$ cat config.mk
export PLATFORM = sky130hd
export DESIGN_NAME = simd_addsat
export DESIGN_NICKNAME = d
export VERILOG_FILES = /design/src/rtl/simd_pkg.sv /design/src/rtl/lane_addsat.sv /design/src/rtl/simd_addsat.sv
export SDC_FILE = /design/constraint.sdc
export NUM_CORES = 1
export LEC_CHECK = 0
export ABC_CLOCK_PERIOD_IN_PS = 8400
export BUFFER_PORTS_ARGS = -buffer_cell sky130_fd_sc_hd__clkbuf_2
export CAP_MARGIN = 20
export CORE_ASPECT_RATIO = 1.2
export CORE_MARGIN = 10
export CORE_UTILIZATION = 50
export DETAILED_ROUTE_END_ITERATION = 10
export GPL_TIMING_DRIVEN = 0
export PLACE_DENSITY = 0.72
export SKIP_LAST_GASP = 1
export SLEW_MARGIN = 0
export SYNTH_ARGS = -nofsm -noshare
export SYNTH_HDL_FRONTEND = slang
export SYNTH_SLANG_ARGS = --single-unit
$ cat constraint.sdc
create_clock -name clk -period 8.4 [get_ports clk]
set_input_delay 1.26 -clock clk [delete_from_list [all_inputs] [get_ports clk]]
set_output_delay 1.26 -clock clk [all_outputs]
set_load 0.03 [all_outputs]
$ cat src/rtl/simd_pkg.sv
package simd_pkg;
  typedef enum logic [1:0] {
    LANE_8  = 2'd0,
    LANE_16 = 2'd1,
    LANE_32 = 2'd2,
    LANE_32B = 2'd3
  } lane_e;

  typedef enum logic [1:0] {
    MODE_WRAP  = 2'd0,
    MODE_USAT  = 2'd1,
    MODE_SSAT  = 2'd2,
    MODE_WRAPB = 2'd3
  } mode_e;
endpackage

$ cat src/rtl/lane_addsat.sv
module lane_addsat
  import simd_pkg::*;
#(
  parameter int W = 8,
  parameter bit SAT_OK = 1'b1
) (
  input  logic [W-1:0] a,
  input  logic [W-1:0] b,
  input  logic         sub,
  input  mode_e        mode,
  output logic [W-1:0] y
);
  localparam logic [W-1:0] UMAX = '1;
  localparam logic [W-1:0] SMAX = {1'b0, {(W-1){1'b1}}};
  localparam logic [W-1:0] SMIN = {1'b1, {(W-1){1'b0}}};

  logic [W-1:0] b_eff;
  logic [W:0]   full;
  logic [W-1:0] sum;
  logic         carry, u_ovf, s_ovf;

  assign b_eff = sub ? ~b : b;
  assign full  = {1'b0, a} + {1'b0, b_eff} + {{W{1'b0}}, sub};
  assign sum   = full[W-1:0];
  assign carry = full[W];
  // add: carry out means overflow; subtract: missing carry means borrow
  assign u_ovf = sub ? ~carry : carry;
  assign s_ovf = (sub ? (a[W-1] != b[W-1]) : (a[W-1] == b[W-1]))
                 && (sum[W-1] != a[W-1]);

  generate
    if (SAT_OK) begin : g_sat
      always_comb begin
        y = sum;
        case (mode)
          MODE_USAT: if (u_ovf) y = sub ? '0 : UMAX;
          MODE_SSAT: if (s_ovf) y = a[W-1] ? SMIN : SMAX;
          default:   y = sum;
        endcase
      end
    end else begin : g_wrap
      logic unused_sat;
      assign unused_sat = ^{mode, u_ovf, s_ovf};
      assign y = sum;
    end
  endgenerate
endmodule

$ cat src/rtl/simd_addsat.sv
module simd_addsat
  import simd_pkg::*;
#(
  parameter int DATA_W = 64
) (
  input  logic              clk,
  input  logic              rst,
  input  logic              in_valid,
  input  logic [DATA_W-1:0] op_a,
  input  logic [DATA_W-1:0] op_b,
  input  logic [1:0]        lane_sel,
  input  logic              sub_sel,
  input  logic [1:0]        mode_sel,
  output logic [DATA_W-1:0] res,
  output logic              res_valid
);
  localparam int N8  = DATA_W / 8;
  localparam int N16 = DATA_W / 16;
  localparam int N32 = DATA_W / 32;

  mode_e mode;
  assign mode = mode_e'(mode_sel);

  logic [DATA_W-1:0] r8, r16, r32, nxt;

  genvar i;
  generate
    for (i = 0; i < N8; i++) begin : g_b
      lane_addsat #(.W(8), .SAT_OK(1'b1)) u_l (
        .a(op_a[i*8 +: 8]), .b(op_b[i*8 +: 8]),
        .sub(sub_sel), .mode(mode), .y(r8[i*8 +: 8]));
    end
    for (i = 0; i < N16; i++) begin : g_w
      lane_addsat #(.W(16), .SAT_OK(1'b1)) u_l (
        .a(op_a[i*16 +: 16]), .b(op_b[i*16 +: 16]),
        .sub(sub_sel), .mode(mode), .y(r16[i*16 +: 16]));
    end
    for (i = 0; i < N32; i++) begin : g_d
      lane_addsat #(.W(32), .SAT_OK(1'b0)) u_l (
        .a(op_a[i*32 +: 32]), .b(op_b[i*32 +: 32]),
        .sub(sub_sel), .mode(mode), .y(r32[i*32 +: 32]));
    end
  endgenerate

  always_comb begin
    case (lane_e'(lane_sel))
      LANE_8:  nxt = r8;
      LANE_16: nxt = r16;
      default: nxt = r32;
    endcase
  end

  always_ff @(posedge clk) begin
    if (rst) begin
      res       <= '0;
      res_valid <= 1'b0;
    end else begin
      res_valid <= in_valid;
      if (in_valid) res <= nxt;
    end
  end
endmodule

==> results.toml <==
[run_status]
status = "finished clean"

[routing]
dr.first_iter.drc_count = 1712
ant_nets = 0
wl_met1_microns = 21810
wl_met3_microns = 5589
drc = 0
viasPerCell = 6.676
wirelength_microns = 56130
topRoutingLayerUsed = "met4"
drtPass1Iterations = 6
wl_met2_microns = 25480
via_count = 14770
wire_per_inst_microns = 25.36

[timing]
timing.setup.tns_ns = 0
hold_viol = 0
rsz0062_at_grt = "no"
hold_slack_ns = 0.4830
fin_crit_ns = 7.716
finalCritPeriodShare = 0.9186
finClkSkew_ns = 0
fmax_mhz = 129.6
slew_violations = 0
setup_ws_ns = 0.6836
tightest_slew_ns = 1.147
relSlewSlack = 0.2323
setup_violations = 0

[worst_setup_path]
cp_common_cell = "buf_2"
critPathTopFamily = "buffers and inverters"
worstReg2RegEnd = "res[39]"
slowest_delay_ns = 0.67
path_cells = "clkbuf_2 -> buf_6 -> buf_2 -> buf_2 -> buf_2 -> buf_2 -> buf_2 -> buf_2 -> xor2_1 -> ha_1 -> a21oi_1 -> o21ai_1 -> a31oi_4 -> o21ai_1 -> xor2_1 -> a32oi_1 -> o21ai_2 -> a221oi_1 -> a211oi_1"
cp-end-kind = "register"
worstPathRequired_ns = 8.58
ff2ff_path_depth = 2
crit_buf_inv = 8
slowest_stage = "a32oi_1"
cp_max_fo = 10
path_class = "input pin to register"
rrSetupSlack_ns = 7.51
cp-start-kind = "input pin"
r2r_start = "res[39]"
cp.arrival_ns = 7.89

[worst_hold_path]
min_to = "res[0]"
hold_path_depth = 1
holdCritStartpoint = "res[0]"
hold_path_class = "register to register"

[global_route]
grt_max_degree = 11
track_usage = 0.3506
antenna_found_initial = 0
grt_pass1_wl_microns = 84060
grt_pass1_vias = 14120
overflow = 0

[floorplan]
dieArea_sq_um = 30260
rows = 61
fp.coreArea_sq_um = 23280
ios = 201
start_util = 0.5086
die_h_microns = 188.6
die_w_microns = 160.5

[placed_design]
place_congestion = 1.069
post-place-cells = 2197
place_ws_ns = 0.6283
portBuffers = 198
dp_hpwl_microns = 42850
placed_area_sq_um = 13230

[finish]
layout_common_cells = "clkbuf_2 (198), a21oi_1 (178), nand2_1 (166)"
n_antenna_cell = 0
regArea_sq_um = 1301
multi_input_area_sq_um = 9884
n_fill_cell = 2298
fin_cells = 2213
syn_to_final_growth_pct = 14.31
fin_util = 0.5814
drive_gt1_frac = 0.1670
post-route-cell-area_sq_um = 13530
finalNetCount = 2106
final_common_cell = "clkbuf_2"

[clock_network]
cts_setup_buffers = 0
cts_root_buffer = "clkbuf_16"
cts_tree = "yes"
clk_pin_slew_ns = 0.06
cts_resized = 0
cts_htree_levels = 3
cts_sinks = 65
clk_latency_ns = 0.35
cts-buffers-inserted = 9
cts_buffer_depth = 2
cts_hold_buf = 0

[yosys]
ys_seq_area_frac = 0.1099
yosys.cell_types.count = 99
async_reset_ff_frac = 0
ys_warn_count = 0
ys.flop_type = "dfxtp_1"
syn-cell-area_sq_um = 11840
synth-seq-cells = 65
synth_edf_count = 0
syn_nets = 1897
synthCells = 1684
syn-mean-instance-area_sq_um = 7.031

[pwr]
total_power_mw = 2.360
leakagePower_nw = 5.629
irDropWorstVdd_mv = 0.1019
p_per_area_nw_per_um2 = 174.3

[job]
drv_cap = 0
==> routing by layer <==
layer | vias up | GRT usage
met3 | 213 | 0.06891
met5 | - | 0
met4 | 0 | 0.1888
li1 | 6687 | -
met2 | 960 | 0.5723
met1 | 6914 | 0.4248
==> worst max path at each step <==
stage	slack [ns]	cells past startpoint	endpoint	from
2_1_floorplan	3.06	19	res[32]	sub_sel
3_3_place_gp	0.61	19	res[57]	sub_sel
3_5_place_dp	0.63	19	res[57]	sub_sel
4_1_cts	0.98	19	res[57]	sub_sel
5_1_grt	0.66	19	res[57]	sub_sel
6_report	0.68	19	res[57]	sub_sel
==> cell families (layout without fill, tap and decap cells) <==
| kind of cell | count (synthesis) | count (layout) | share of synthesized area |
|---|---|---|---|
| AOI/OAI and AO/OA | 680 | 680 | 0.3880 |
| and+or+nand+nor | 489 | 489 | 0.1886 |
| xor gates and xnor gates | 182 | 182 | 0.1365 |
| buffers and inverters | 151 | 365 | 0.05527 |
| adders and majority gates | 98 | 98 | 0.1042 |
| DFF | 65 | 65 | 0.1099 |
| muxes | 19 | 19 | 0.01744 |
==> sequential cells by signal, indices dropped and copies added (netlist names) <==
signal	cells
res	64
res_valid	1
==> power by group <==
group          leakage [nW]  switching [mW]  internal (mW)
Clock                 0.153           0.166          0.255
Combinational          4.94            1.02          0.544
Sequential            0.539          0.0284          0.347
==> cell type report <==
cell class                      instances  area share
Clock inverter                          2    0.002589
Inverter                               39     0.01082
Multi-Input combinational cell       1468      0.7303
Timing Repair Buffer                  198     0.07322
Tap cell                              315     0.02912
Clock buffer                           14     0.02025
Sequential cell                        65     0.09615
Buffer                                112     0.03753
==> cell usage after synthesis, drive strengths merged, types with 9 or more instances <==
cell,n,share of area
a21oi,180,0.077
nand2,166,0.053
nor2,151,0.048
o21ai,144,0.063
xor2,108,0.081
xnor2,74,0.056
ha,69,0.073
dfxtp,65,0.11
clkbuf,64,0.021
buf,48,0.022
a211oi,39,0.025
a31oi,37,0.022
inv,37,0.012
nor3,36,0.016
a21o,35,0.022
nand3,31,0.013
o211ai,31,0.020
nand2b,24,0.013
maj3,21,0.018
o21a,21,0.014
and2,20,0.011
a311oi,19,0.014
nand4,16,0.0090
o21bai,16,0.010
o22ai,16,0.0090
a221oi,14,0.011
o221ai,13,0.010
mux2i,12,0.010
a221o,11,0.0093
o31ai,11,0.0070
a22oi,10,0.0075
a31o,9,0.0074
nor2b,9,0.0048
or2,9,0.0048
Note: power is estimated with default switching activity, not from simulation.
